<file path="config.mk">
export PLATFORM = sky130hd
export DESIGN_NAME = fixed_freq_chopper
export DESIGN_NICKNAME = d
export VERILOG_FILES = /design/src/rtl/ffc_pkg.sv /design/src/rtl/ffc_period_ctr.sv /design/src/rtl/ffc_deglitch.sv /design/src/rtl/fixed_freq_chopper.sv
export SDC_FILE = /design/constraint.sdc
export NUM_CORES = 1
export LEC_CHECK = 0
export BUFFER_PORTS_ARGS = -buffer_cell sky130_fd_sc_hd__buf_2
export CORE_AREA = 2 2 65 67
export CTS_CLUSTER_SIZE = 12
export DETAILED_ROUTE_END_ITERATION = 8
export DIE_AREA = 0 0 67 69
export HOLD_SLACK_MARGIN = 0.12
export MAX_ROUTING_LAYER = met4
export PLACE_DENSITY = 0.6
export SLEW_MARGIN = 5
export SYNTH_ARGS = -nofsm -noshare
export SYNTH_HDL_FRONTEND = slang
export SYNTH_SLANG_ARGS = --single-unit
</file>
<file path="constraint.sdc">
create_clock -name clk_i -period 2.4 [get_ports clk_i]
set_input_delay 0.48 -clock clk_i [delete_from_list [all_inputs] [get_ports clk_i]]
set_output_delay 0.48 -clock clk_i [all_outputs]
set_load 0.01 [all_outputs]
</file>
<file path="src/rtl/ffc_pkg.sv">
package ffc_pkg;
  localparam logic [1:0] DRV_OFF = 2'b00;
  localparam logic [1:0] DRV_HS  = 2'b01;
  localparam logic [1:0] DRV_LS  = 2'b10;

  typedef enum logic [1:0] {MD_DRIVE, MD_FREEWHEEL, MD_HIZ} mode_e;

  // chopping period in clock cycles: base 20 kHz, halved per code step
  function automatic int unsigned per_cycles(int unsigned clk_hz, logic [1:0] code);
    return (clk_hz / 20000) << code;
  endfunction

  // filter length in clock cycles: 2, 5, 10, 20 us
  function automatic int unsigned dg_cycles(int unsigned clk_hz, logic [1:0] code);
    case (code)
      2'd0:    return clk_hz / 500000;
      2'd1:    return clk_hz / 200000;
      2'd2:    return clk_hz / 100000;
      default: return clk_hz / 50000;
    endcase
  endfunction
endpackage

</file>
<file path="src/rtl/ffc_period_ctr.sv">
module ffc_period_ctr #(
  parameter int unsigned CNT_W = 9
) (
  input  logic             clk_i,
  input  logic             rst_ni,
  input  logic             clear_i,
  input  logic [CNT_W-1:0] lim_i,
  output logic             wrap_o
);
  logic [CNT_W-1:0] cnt_q;

  // >= keeps a shortened period from overrunning after a code change
  assign wrap_o = (cnt_q >= lim_i - 1'b1);

  always_ff @(posedge clk_i or negedge rst_ni) begin
    if (!rst_ni)               cnt_q <= '0;
    else if (clear_i || wrap_o) cnt_q <= '0;
    else                       cnt_q <= cnt_q + 1'b1;
  end
endmodule

</file>
<file path="src/rtl/ffc_deglitch.sv">
module ffc_deglitch #(
  parameter int unsigned CNT_W = 5
) (
  input  logic             clk_i,
  input  logic             rst_ni,
  input  logic             clear_i,
  input  logic             flag_i,
  input  logic [CNT_W-1:0] lim_i,
  output logic             done_o
);
  logic [CNT_W-1:0] cnt_q;

  // fires on the (lim+1)-th consecutive high sample
  assign done_o = flag_i && (cnt_q >= lim_i);

  always_ff @(posedge clk_i or negedge rst_ni) begin
    if (!rst_ni)                           cnt_q <= '0;
    else if (clear_i || !flag_i || done_o) cnt_q <= '0;
    else                                   cnt_q <= cnt_q + 1'b1;
  end
endmodule

</file>
<file path="src/rtl/fixed_freq_chopper.sv">
module fixed_freq_chopper
  import ffc_pkg::*;
#(
  parameter int unsigned CLK_HZ = 1_000_000
) (
  input  logic       clk_i,
  input  logic       rst_ni,
  input  logic       en_i,
  input  logic [1:0] drive_i,
  input  logic       hs_oc_i,
  input  logic       ls_oc_i,
  input  logic       hs_zc_i,
  input  logic       ls_zc_i,
  input  logic [1:0] freq_sel_i,
  input  logic [1:0] dg_sel_i,
  input  logic       fw_comp_i,
  input  logic       trip_clr_i,
  output logic       hs_on_o,
  output logic       ls_on_o,
  output logic       trip_o
);
  localparam int unsigned PER_MAX = per_cycles(CLK_HZ, 2'd3);
  localparam int unsigned PER_W   = $clog2(PER_MAX + 1);
  localparam int unsigned DG_MAX  = dg_cycles(CLK_HZ, 2'd3);
  localparam int unsigned DG_W    = $clog2(DG_MAX + 1);

  logic [1:0]       req_q;
  mode_e            mode_q, mode_n;
  logic             hs_q, ls_q, trip_q;
  logic             hs_n, ls_n, trip_set;
  logic             req_hs, req_ls, active, changed, restart;
  logic             wrap, dg_done, mon_flag;
  logic [PER_W-1:0] per_lim;
  logic [DG_W-1:0]  dg_lim;

  assign req_hs  = (drive_i == DRV_HS);
  assign req_ls  = (drive_i == DRV_LS);
  assign active  = en_i && (req_hs || req_ls);
  assign changed = (drive_i != req_q);
  assign restart = !active || changed;

  assign per_lim = PER_W'(per_cycles(CLK_HZ, freq_sel_i));
  assign dg_lim  = DG_W'(dg_cycles(CLK_HZ, dg_sel_i));

  ffc_period_ctr #(.CNT_W(PER_W)) u_period (
    .clk_i  (clk_i),
    .rst_ni (rst_ni),
    .clear_i(restart),
    .lim_i  (per_lim),
    .wrap_o (wrap)
  );

  // monitored flag depends on which transistor currently conducts
  always_comb begin
    case (mode_q)
      MD_DRIVE:     mon_flag = req_hs ? hs_oc_i : ls_oc_i;
      MD_FREEWHEEL: mon_flag = req_hs ? ls_zc_i : hs_zc_i;
      default:      mon_flag = 1'b0;
    endcase
  end

  ffc_deglitch #(.CNT_W(DG_W)) u_filter (
    .clk_i  (clk_i),
    .rst_ni (rst_ni),
    .clear_i(restart || wrap),
    .flag_i (mon_flag),
    .lim_i  (dg_lim),
    .done_o (dg_done)
  );

  always_comb begin
    mode_n   = mode_q;
    trip_set = 1'b0;
    if (restart || wrap) begin
      mode_n = MD_DRIVE;
    end else if (dg_done) begin
      case (mode_q)
        MD_DRIVE: begin
          mode_n   = fw_comp_i ? MD_FREEWHEEL : MD_HIZ;
          trip_set = 1'b1;
        end
        MD_FREEWHEEL: mode_n = MD_HIZ;
        default:      mode_n = mode_q;
      endcase
    end

    hs_n = 1'b0;
    ls_n = 1'b0;
    if (!active) begin
      hs_n = req_hs;
      ls_n = req_ls;
    end else begin
      case (mode_n)
        MD_DRIVE:     begin hs_n = req_hs; ls_n = req_ls; end
        MD_FREEWHEEL: begin hs_n = req_ls; ls_n = req_hs; end
        default:      begin hs_n = 1'b0;   ls_n = 1'b0;   end
      endcase
    end
  end

  always_ff @(posedge clk_i or negedge rst_ni) begin
    if (!rst_ni) begin
      req_q  <= DRV_OFF;
      mode_q <= MD_DRIVE;
      hs_q   <= 1'b0;
      ls_q   <= 1'b0;
      trip_q <= 1'b0;
    end else begin
      req_q  <= drive_i;
      mode_q <= mode_n;
      hs_q   <= hs_n;
      ls_q   <= ls_n;
      trip_q <= trip_set || (trip_q && !trip_clr_i);
    end
  end

  assign hs_on_o = hs_q;
  assign ls_on_o = ls_q;
  assign trip_o  = trip_q;
endmodule

</file>
## Word level (Yosys, flattened, before mapping)

Cells that the tools add are included.

| storage, ports and cells | value |
|---|---|
| output and inout bits | 3 |
| register bits after elaboration | 21 |

| operators by class | value |
|---|---|
| equality and inequality tests | 7 |
| muxes and demuxes | 17 |
| $lt $le $gt $ge | 2 |
| add/subtract/negate cells | 3 |
| shift-type cells | 1 |
| reduce and logical (&&, ||, !) cells | 15 |

Operators with widths:

| kind | count |
|---|---|
| case mux 5 bit (3 select lines) | 1 |
| adder 9 x 1 -> 9 bit, second input constant | 1 |
| >= comparator 9 bit | 1 |
| two-way mux 9 bit | 1 |
| left shift 6 x 2 -> 9 bit, first input constant | 1 |
| subtractor 9 x 1 -> 9 bit, second input constant | 1 |
| equality test 2 x 1 -> 1 bit, second input constant | 4 |
| two-way mux 1 bit | 7 |
| logical NOT 2 bit | 3 |
| logical OR 1 bit | 6 |
| two-way mux 2 bit | 3 |
| case mux 1 bit (2 select lines) | 3 |
| adder 5 x 1 -> 5 bit, second input constant | 1 |
| >= comparator 5 bit | 1 |
| two-way mux 5 bit | 1 |
| equality test 2 bit, second input constant | 2 |
| case mux 2 bit (2 select lines) | 1 |
| logical AND 1 bit | 3 |
| logical NOT 1 bit | 3 |
| != test 2 bit | 1 |

## Depth between registers and ports, before layout

Gate-level depths: netlist (run 1).

| logic depth | value |
|---|---|
| depth after elaboration | 10 |
| mapped depth | 9 |

## Cells and area by module

From an unflattened synthesis (run 1), not the netlist that was laid out.

| unflattened totals | value |
|---|---|
| cell total of the unflattened synthesis | 168 |
| area, all modules | 1640.3 um^2 |

By module, submodules not included:

| module | area each (um^2) | sequential area each (um^2) | instances | cells each |
|---|---|---|---|---|
| ffc_period_ctr | 825.8 | 225.2 | 1 | 82 |
| fixed_freq_chopper | 480.5 | 175.2 | 1 | 50 |
| ffc_deglitch | 334.1 | 125.1 | 1 | 36 |

## Least setup slack after synthesis (run 1)

Ideal clock, no wire load.

| timing path | value |
|---|---|
| path kind | input to register |
| start point | input freq_sel_i[1] |
| end point | register u_filter.cnt_q[2] |
| data required time | 2328 ps |
| slack | -44 ps |
| setup time | 72 ps |
| stages | 9 |
| path buffers | 0 |
| data arrival time | 2372 ps |
| path through | inv_1 ha_1 ha_1 and3_1 a41o_1 a21o_1 a311o_1 or3_4 nor2_1 |

| between the ends | value |
|---|---|
| longest elaborated chain between the ends | 7 |

RTL lines:

| what | line | RTL |
|---|---|---|
| start: declaration | fixed_freq_chopper.sv:14 | `input logic [1:0] freq_sel_i,` |
| left shift 6 x 2 -> 9 bit | ffc_pkg.sv:10 | `return (clk_hz / 20000) << code;` |
| subtractor 9 x 1 -> 9 bit | ffc_period_ctr.sv:13 | `assign wrap_o = (cnt_q >= lim_i - 1'b1);` |
| >= comparator 9 bit | ffc_period_ctr.sv:13 |  |
| logical OR 1 bit | fixed_freq_chopper.sv:65 | `.clear_i(restart \|\| wrap),` |
| logical OR 1 bit (2 in series) | ffc_deglitch.sv:18 | `else if (clear_i \|\| !flag_i \|\| done_o) cnt_q <= '0;` |
| two-way mux 5 bit | ffc_deglitch.sv:18 |  |
| end signal: assignment | ffc_deglitch.sv:19 | `else cnt_q <= cnt_q + 1'b1;` |
| end: declaration | ffc_deglitch.sv:11 | `logic [CNT_W-1:0] cnt_q;` |

Every way passes these cells.

## Final worst setup path (run 1)

| timing path | value |
|---|---|
| start point | input freq_sel_i[0] |
| end point | register u_filter.cnt_q[1] |

The elaborated chain is that of the path after synthesis.

==> run summary, run 1 <==
pre-CTS WS: -291 ps
syn_nets: 176
vias in the first global route: 1128
cell internal pwr: 0.517 mW
Final Non-Filler Cells: 220
Psw: 0.162 mW
Final setup viols: 0
Setup CP Type: primary input to flop
first-pass GRT wire length: 4720 µm
initial antenna violation count: 0
clock sinks: 21
First-pass DRT Iterations: 4
Worst Setup SP: freq_sel_i[0]
P_leak: 0.828 nW
number of synthesized register bits: 21
final max-slew violation count: 0
global route total overflow: 0
# IOs: 18
RSZ-0062 raised after global routing: no
mux cell area share after synthesis: 1.59%
H-tree depth: 1
fin crit share: 96.0%
Util after Layout: 41.2%
CTS Buffer Depth: 2
Placer Congestion: 0.850
post-synthesis cell type count: 30
asr flop ratio synth: 100%
VDD IR max: 0.151 mV
Comb pwr share: 13.3%
Syn Area/Cell: 9.50 µm²
Reg power frac: 53.3%
Max Cap Viol: 0
GRT Util Overall: 12.9%
# nets final: 206
Num CTS Buffers: 3
CTS tree: built
placed cells: 214
port bufs: 17
Post-synth EDFFs: 0
Final WS setup: 95.4 ps
Synth Area in Simple Gates: 16.2%
class of the worst hold path: primary input to asynchronous set/reset pin
Initial Utilization: 34.2%
Worst Path Max Fanout: 5
fmax: 434 MHz
Critical Path Source Type: primary input
Critical R2R Launch: u_period.cnt_q[3]
# rows: 23
Power Dens Cells: 421 nW/µm²
Post-Route WL: 2600 µm
share of cells above drive strength 1: 21.8%
Die X-Extent: 67 µm
setup TNS: 0 ps
total power: 0.679 mW
Least-Margin Pin Slew: 509 ps
most frequent cells after synthesis: dfrtp_1 (21), ha_1 (20), nor2_1 (20)
most common cell in the netlist: dfrtp_1
root buffer cell: clkbuf_8
clock share of power: 33.4%
via/cell ratio: 4.80
Adder-Cell Fraction of Synth Area: 18.7%
largest net degree at the start of global routing: 22
Placed Area: 1540 µm²
slew margin rel.: 65.8%
Tmin final: 2300 ps
switching share of power: 23.8%
Worst-path clk slew: 80 ps
wire per inst: 11.8 µm
hold_buf cts: 0
post-synthesis sequential area ratio: 39.2%
Worst EP arrival: 2490 ps
DR iter-0 viols: 56
main combinational cell family by area after synthesis: adder cells
n_diodes: 0
xor/xnor share of the synthesized area: 7.84%
Mapped Cells: 141
Die Ht: 69 µm
core area: 3910 µm²
Crit path required time: 2590 ps
Worst-Skew Late Latency: 250 ps
# DRC: 0
Top FF cell, synth: dfrtp_1
Fin. Hold Viols: 0
Vias: 1057
Syn. warnings: 0
synth top area cells: dfrtp_1 (39%), ha_1 (19%), nor2_1 (5.6%), xor2_1 (5.2%), inv_1 (4.5%)
Yosys top cell area share: 39.2%
CP endpoint kind: flop
Hold WS: 168 ps
Die Area: 4620 µm²
status: finished clean
Compound-Gate Fraction of Synth Area: 11.8%
synthesized area: 1340 µm²
Setup Skew: 6.87 ps
Synth-to-Final Area Change: 20.4%
antenna-violating nets left: 0
dpl hpwl: 2100 µm
post-route design area: 1610 µm²
cell taking the most area after synthesis: dfrtp_1
power by group through the flow:
stage                     Combinational, mW  Clock [mW]  Sequential [mW]
after floorplan                      0.0427           0            0.369
after detailed placement             0.0882           0            0.369
after global routing                  0.105       0.251            0.363
after global placement               0.0843           0            0.368
final                                0.0906       0.227            0.362
after CTS                            0.0921       0.238            0.362
path summary, 6_finish.rpt:
kind                                endpoint  slack [ps]  depth (start not counted)
max                        u_filter.cnt_q[1]         100                         10
min                                  hs_on_o         170                          1
max reg2reg                u_filter.cnt_q[1]         150                          7
min reg2reg                u_period.cnt_q[0]         510                          1
max in group asynchronous  u_filter.cnt_q[0]        1900                          1
min in group clk_i                  req_q[1]         380                          1
state kept, by name, indices dropped and copies added, names as in the netlist:
signal,flops
u_period.cnt_q,9
u_filter.cnt_q,5
hs_on_o,1
ls_on_o,1
req_q,2
mode_q,2
trip_o,1
layout make-up:
cell class,instances,area [µm²]
sequential,21,526
timing repair buffer,26,153
tap,50,62.6
inverter,16,60.1
fill,413,2300
clock buffer,4,45.0
multi-input combinational,103,768
kinds of logic (layout without fill, tap and decap cells):
logic type / Yosys count / in the layout
simple gates: 45 / 45
xor+xnor: 12 / 12
mux: 2 / 2
flops: 21 / 21
buf+inv: 17 / 46
compound gates: 24 / 24
fa+ha+maj: 20 / 20
metal layers:
layer  track usage [%]  vias to the layer above  share of wire (%)
met5                 -                        -                  0
met4              3.85                        0                1.1
met3              1.63                        4                1.5
met2              21.0                       11                 49
met1              16.6                      502                 48
li1                  -                      540                  -
placed cells by master, fill, tap and decap left out, types with 4 or more instances in the layout:
master,n
nor2_1,16
dfrtp_1,21
nand3_1,6
ha_1,19
inv_1,16
xnor2_1,4
xor2_1,8
buf_2,17
o21ai_0,4
a21oi_1,5
nand2_1,7
buf_4,9
what timing repair did:
item / in CTS / in global routing
pin swaps: 7 / 2
endpoints found under the setup margin: 4 / 7
setup buffers: 2 / 0
gates resized for setup: 6 / 1
worst max-delay path, stage by stage:
cell and delay, ps:
buf_2 100, inv_1 40, ha_2 180, ha_1 270, and3_1 190, a41o_1 190
a21o_1 170, a311o_1 330, or3_4 400, nor2_2 120
Power figures use the tool's default switching activity.
==> inputs of run 2 (changes only) <==
--- a/config.mk
+++ b/config.mk
@@ -5,15 +5,17 @@
 export SDC_FILE = /design/constraint.sdc
 export NUM_CORES = 1
 export LEC_CHECK = 0
+export ABC_AREA = 1
 export BUFFER_PORTS_ARGS = -buffer_cell sky130_fd_sc_hd__buf_2
-export CORE_AREA = 2 2 65 67
+export CORE_AREA = 2 2 73 75
 export CTS_CLUSTER_SIZE = 12
 export DETAILED_ROUTE_END_ITERATION = 8
-export DIE_AREA = 0 0 67 69
+export DIE_AREA = 0 0 75 77
 export HOLD_SLACK_MARGIN = 0.12
 export MAX_ROUTING_LAYER = met4
-export PLACE_DENSITY = 0.6
+export PLACE_DENSITY = 0.59
 export SLEW_MARGIN = 5
 export SYNTH_ARGS = -nofsm -noshare
 export SYNTH_HDL_FRONTEND = slang
+export SYNTH_HIERARCHICAL = 1
 export SYNTH_SLANG_ARGS = --single-unit
==> run summary, run 2 <==
Crit path required time: 2590 ps
Max Cap Viol: 0
Final WS setup: 102 ps
Die Area: 5780 µm²
clock share of power: 30.1%
vias in the first global route: 1311
synth top area cells: dfrtp_1 (31%), ha_1 (17%), inv_1 (9.8%), nand2_1 (9.2%), nor2_1 (5.8%)
Worst-Skew Late Latency: 260 ps
# rows: 26
Setup Skew: 8.35 ps
Fin. Hold Viols: 0
Worst EP arrival: 2490 ps
cell internal pwr: 0.548 mW
via/cell ratio: 4.13
Vias: 1323
setup TNS: 0 ps
most common cell in the netlist: inv_1
most frequent cells in the layout: nand2_1 (40), inv_1 (39), nor2_1 (21), ha_1 (21), dfrtp_1 (21)
Synth-to-Final Area Change: 24.3%
pre-CTS WS: -436 ps
P_leak: 1.06 nW
n_diodes: 0
Psw: 0.208 mW
most frequent cells after synthesis: inv_1 (44), nand2_1 (41), nor2_1 (26)
final max-slew violation count: 0
Placed Area: 1950 µm²
Syn Area/Cell: 7.78 µm²
Cell Chain, Critical Path: buf_8, inv_4, ha_4, inv_2, buf_4, nor2_2, nand2_1, xnor2_1, inv_1, ha_1, a21oi_2, o21a_1, nand2_2, nor3_4, inv_2, nor2_2, nand3_2, nor2_1
switching share of power: 27.5%
cell taking the most area after synthesis: dfrtp_1
Reg power frac: 47.8%
Syn. warnings: 6
Critical Path Source Type: primary input
Post-synth EDFFs: 0
Slowest cell on crit path: ha_4
dpl hpwl: 2320 µm
Post-Route WL: 2860 µm
Initial Utilization: 33.8%
Num CTS Buffers: 3
RSZ-0062 raised after global routing: yes
Die X-Extent: 75 µm
post-synthesis sequential area ratio: 31.3%
# DRC: 0
post-route design area: 2090 µm²
share of cells above drive strength 1: 28.8%
CTS tree: built
# IOs: 18
asr flop ratio synth: 100%
Worst Path Max Fanout: 5
class of the worst hold path: primary input to asynchronous set/reset pin
root buffer cell: clkbuf_8
Die Ht: 77 µm
status: finished clean
Placer Congestion: 0.746
Top FF cell, synth: dfrtp_1
total power: 0.756 mW
fmax: 435 MHz
Worst-path clk slew: 80 ps
Power Dens Cells: 362 nW/µm²
filler instances: 513
GRT Util Overall: 11.7%
Setup CP Type: primary input to flop
most common cell after layout, fill and taps aside: nand2_1
CP endpoint kind: flop
fin crit share: 95.7%
first-pass GRT wire length: 5280 µm
Yosys top cell area share: 31.3%
placed cells: 313
port bufs: 17
Tmin final: 2300 ps
largest net degree at the start of global routing: 22
Final Non-Filler Cells: 320
post-synthesis cell type count: 26
Reg with most FFs: u_period/cnt_q
number of synthesized register bits: 21
CTS Buffer Depth: 2
Largest regs: u_period/cnt_q x9, u_filter/cnt_q x5
H-tree depth: 1
initial antenna violation count: 0
core area: 4980 µm²
wire per inst: 8.93 µm
Util after Layout: 42.0%
Final setup viols: 0
# nets final: 289
DR iter-0 viols: 27
antenna-violating nets left: 0
hold_buf cts: 0
clock sinks: 21
max reg flops: 9
synthesized area: 1680 µm²
global route total overflow: 0
First-pass DRT Iterations: 4
crit-path max cell delay: 250 ps
VDD IR max: 0.261 mV
Mapped Cells: 216
Comb pwr share: 22.1%
Hold WS: 158 ps
run 2: cell types whose count changed in the layout (fill, tap and decap cells not counted), moves of 4 or more:
cell / previous run / this run
buf_4: 9 / 13
inv_1: 16 / 39
inv_2: 0 / 5
nand2_1: 7 / 40
nand2_2: 0 / 5
nand3_2: 0 / 6
nor2_1: 16 / 21
nor2_2: 3 / 7
o21ai_0: 4 / 0
xnor2_1: 4 / 8
run 2: area by class of cell:
| class | instances | area (µm²) | area share (%) |
|---|---|---|---|
| clock inverter | 1 | 5.00 | 0.240 |
| clock buffer | 3 | 41.3 | 1.98 |
| sequential | 21 | 526 | 25.1 |
| multi-input combinational | 149 | 1050 | 50.2 |
| timing repair buffer | 30 | 203 | 9.70 |
| inverter | 46 | 178 | 8.50 |
| tap | 70 | 87.6 | 4.19 |
run 2: cells by family after synthesis:
logic type | share of synthesized area [%]
other | 0.223
buffers and inverters | 10.5
xor gates and xnor gates | 8.86
AOI/OAI and AO/OA | 3.65
DFF | 31.3
adders and majority gates | 17.1
and+or+nand+nor | 28.4
run 2: final timing paths:
| path | from | endpoint | slack (ps) | cells after the start |
|---|---|---|---|---|
| min reg2reg | u_period/cnt_q[0] | u_period/cnt_q[0] | 460 | 1 |
| max | freq_sel_i[1] | u_filter/cnt_q[0] | 100 | 18 |
| min in group clk_i | trip_clr_i | trip_o | 370 | 2 |
| max reg2reg | u_filter/cnt_q[4] | hs_on_o | 470 | 10 |
| min | rst_ni | req_q[0] | 160 | 1 |
| max in group asynchronous | rst_ni | u_period/cnt_q[7] | 1920 | 1 |
run 2: layer usage:
metal  track usage, %  routed length [µm]  part of all wire (%)  vias up
met1             14.5                1380                    48      590
met3             1.97                  46                   1.6        2
li1                 -                   -                     -      724
met2             19.6                1430                    50        7
met4             2.68                  11                  0.38        0
met5                -                   0                     0        -
run 2: worst max-delay path: cells and delay by family:
| family | cells | cell delay, ps |
|---|---|---|
| adders and majority gates | 2 | 460 |
| buffers and inverters | 6 | 420 |
| AOI/OAI and AO/OA | 2 | 280 |
| and+or+nand+nor | 7 | 730 |
| xor gates and xnor gates | 1 | 130 |
run 2: power groups by stage:
stage               registers (mW)  clock network [mW]  logic, mW
global route                 0.362               0.251      0.194
finish                       0.361               0.227      0.167
CTS                          0.361               0.242      0.166
global placement             0.369                   0      0.150
floorplan                    0.369                   0     0.0977
detailed placement           0.369                   0      0.153
run 2: what timing repair did:
item	4_1_cts	5_1_grt
setup buffers	4	0
resized for setup	16	7
endpoints found under the setup margin	8	18
pin swaps	12	9
==> inputs of run 3 (changes only) <==
--- a/config.mk
+++ b/config.mk
@@ -7,13 +7,13 @@
 export LEC_CHECK = 0
 export ABC_AREA = 1
 export BUFFER_PORTS_ARGS = -buffer_cell sky130_fd_sc_hd__buf_2
-export CORE_AREA = 2 2 73 75
+export CORE_AREA = 2 2 57 59
 export CTS_CLUSTER_SIZE = 12
 export DETAILED_ROUTE_END_ITERATION = 8
-export DIE_AREA = 0 0 75 77
+export DIE_AREA = 0 0 59 61
 export HOLD_SLACK_MARGIN = 0.12
 export MAX_ROUTING_LAYER = met4
-export PLACE_DENSITY = 0.59
+export PLACE_DENSITY = 0.85
 export SLEW_MARGIN = 5
 export SYNTH_ARGS = -nofsm -noshare
 export SYNTH_HDL_FRONTEND = slang
==> run summary, run 3 (synthesis gave the netlist of run 2 again) <==
Worst-path clk slew: 110 ps
hold path depth: 2
# DRC: 0
Power Dens Cells: 337 nW/µm²
CP delay by family, top: simple AND/OR/NAND/NOR gates
Stages on worst setup path: 17
met1 usage: 23.5%
Max Cap Viol: 0
Cell Chain, Critical Path: buf_8, inv_6, ha_4, inv_4, nor2_4, nand3_2, buf_6, xor2_1, ha_1, a21oi_2, o21a_1, nand2_2, nor3_4, inv_1, nor2_1, nand3_2, nor2_1
Initial Utilization: 56.9%
Die Area: 3600 µm²
Die Ht: 61 µm
Worst Path Max Fanout: 5
final max-slew violation count: 0
Final setup viols: 1
Worst-Skew Late Latency: 300 ps
initial antenna violation count: 0
Setup Skew: 8.95 ps
failing checks: negative setup slack
VDD IR max: 0.344 mV
GR Layer Usage met2: 35.7%
fmax: 416 MHz
# nets final: 295
P_leak: 1.09 nW
switching share of power: 29.0%
Placer Congestion: 0.802
RSZ-0062 raised after global routing: yes
n_diodes: 0
Largest regs: u_period/cnt_q x9, u_filter/cnt_q x5
Vias: 1447
Final WS setup: -3.21 ps
global route hottest layer: met2
Crit path required time: 2640 ps
CTS Buffer Depth: 2
Setup CP Type: primary input to flop
CTS tree: built
count of buffer and inverter cells on the critical path: 5
First-pass DRT Iterations: 4
GRT Util Overall: 19.8%
DR iter-0 viols: 33
Reg with most FFs: u_period/cnt_q
port bufs: 17
class of the worst hold path: primary input to flop
Reg power frac: 50.9%
Post-Route WL: 3140 µm
pre-CTS WS: -394 ps
fin crit share: 100%
root buffer cell: clkbuf_4
filler instances: 221
antenna-violating nets left: 0
crit-path max cell delay: 330 ps
vias in the first global route: 1347
Tmin final: 2400 ps
first-pass GRT wire length: 5260 µm
Psw: 0.206 mW
via/cell ratio: 5.01
Reg2Reg Setup Slack: 430 ps
Critical Path Source Type: primary input
cell internal pwr: 0.505 mW
Slowest cell on crit path: ha_1
Fin. Hold Viols: 0
clock share of power: 22.7%
most frequent cells in the layout: inv_1 (40), nand2_1 (39), nor2_1 (22), dfrtp_1 (21), ha_1 (19)
core area: 2950 µm²
CP endpoint kind: flop
most common cell after layout, fill and taps aside: inv_1
dpl hpwl: 2420 µm
global route total overflow: 0
share of cells above drive strength 1: 30.9%
largest net degree at the start of global routing: 22
# IOs: 18
Comb pwr share: 26.4%
Worst EP arrival: 2640 ps
Synth-to-Final Area Change: 25.8%
# rows: 20
Die X-Extent: 59 µm
Num CTS Buffers: 3
status: finished, violations left
setup TNS: -3.21 ps
routing usage on met3: 2.35%
clock sinks: 21
max reg flops: 9
worst r2r path cells: 10
Hold WS: 326 ps
wire per inst: 10.9 µm
H-tree depth: 1
run 3: what timing repair did:
action / CTS / global route
endpoints found under the hold margin: 12 / 0
resized for setup: 14 / 18
hold buffers: 1 / 0
pin swaps: 11 / 16
endpoints found under the setup margin: 5 / 14
gates cloned: 0 / 0
buffers inserted: 4 / 2
run 3: metrics by stage:
step | cells | utilization [%] | total power, mW | instance area [µm²]
after global routing | 289 | 71.6 | 0.761 | 2110
after global placement | 278 | 64.9 | 0.518 | 1920
after CTS | 287 | 69.1 | 0.704 | 2040
after floorplan | 217 | - | 0.467 | 1700
final | 289 | 71.6 | 0.711 | 2110
after detailed placement | 278 | 64.9 | 0.525 | 1920
run 3: final timing paths:
path / from / to
min in group asynchronous: rst_ni / u_period/cnt_q[7]
worst max register to register: u_filter/cnt_q[4] / ls_on_o
worst min-delay path: trip_clr_i / trip_o
worst max-delay path: freq_sel_i[0] / u_filter/cnt_q[4]
max in group asynchronous: rst_ni / u_period/cnt_q[8]
worst min register to register: u_period/cnt_q[0] / u_period/cnt_q[0]
run 3: area by class of cell:
cell class	instances	area (µm²)	area share, %
inverters	46	183	8.64
repair buffers	36	254	12.0
clock inverters	1	5.00	0.237
clock buffers	3	22.5	1.07
flip-flops and latches	21	526	24.9
well taps	33	41.3	1.95
multi-input cells	149	1080	51.2
run 3: power by group through the flow:
| stage | sequential (mW) | clock [mW] | combinational, mW |
|---|---|---|---|
| 2_1_floorplan | 0.369 | 0 | 0.0977 |
| 3_3_place_gp | 0.369 | 0 | 0.150 |
| 3_5_place_dp | 0.369 | 0 | 0.156 |
| 4_1_cts | 0.362 | 0.170 | 0.172 |
| 5_1_grt | 0.363 | 0.189 | 0.210 |
| 6_report | 0.362 | 0.161 | 0.188 |
run 3: per-layer routing:
metal,wire length [µm],vias up
li1,-,738
met1,1390,678
met5,0,-
met3,106,2
met2,1630,29
met4,15,0
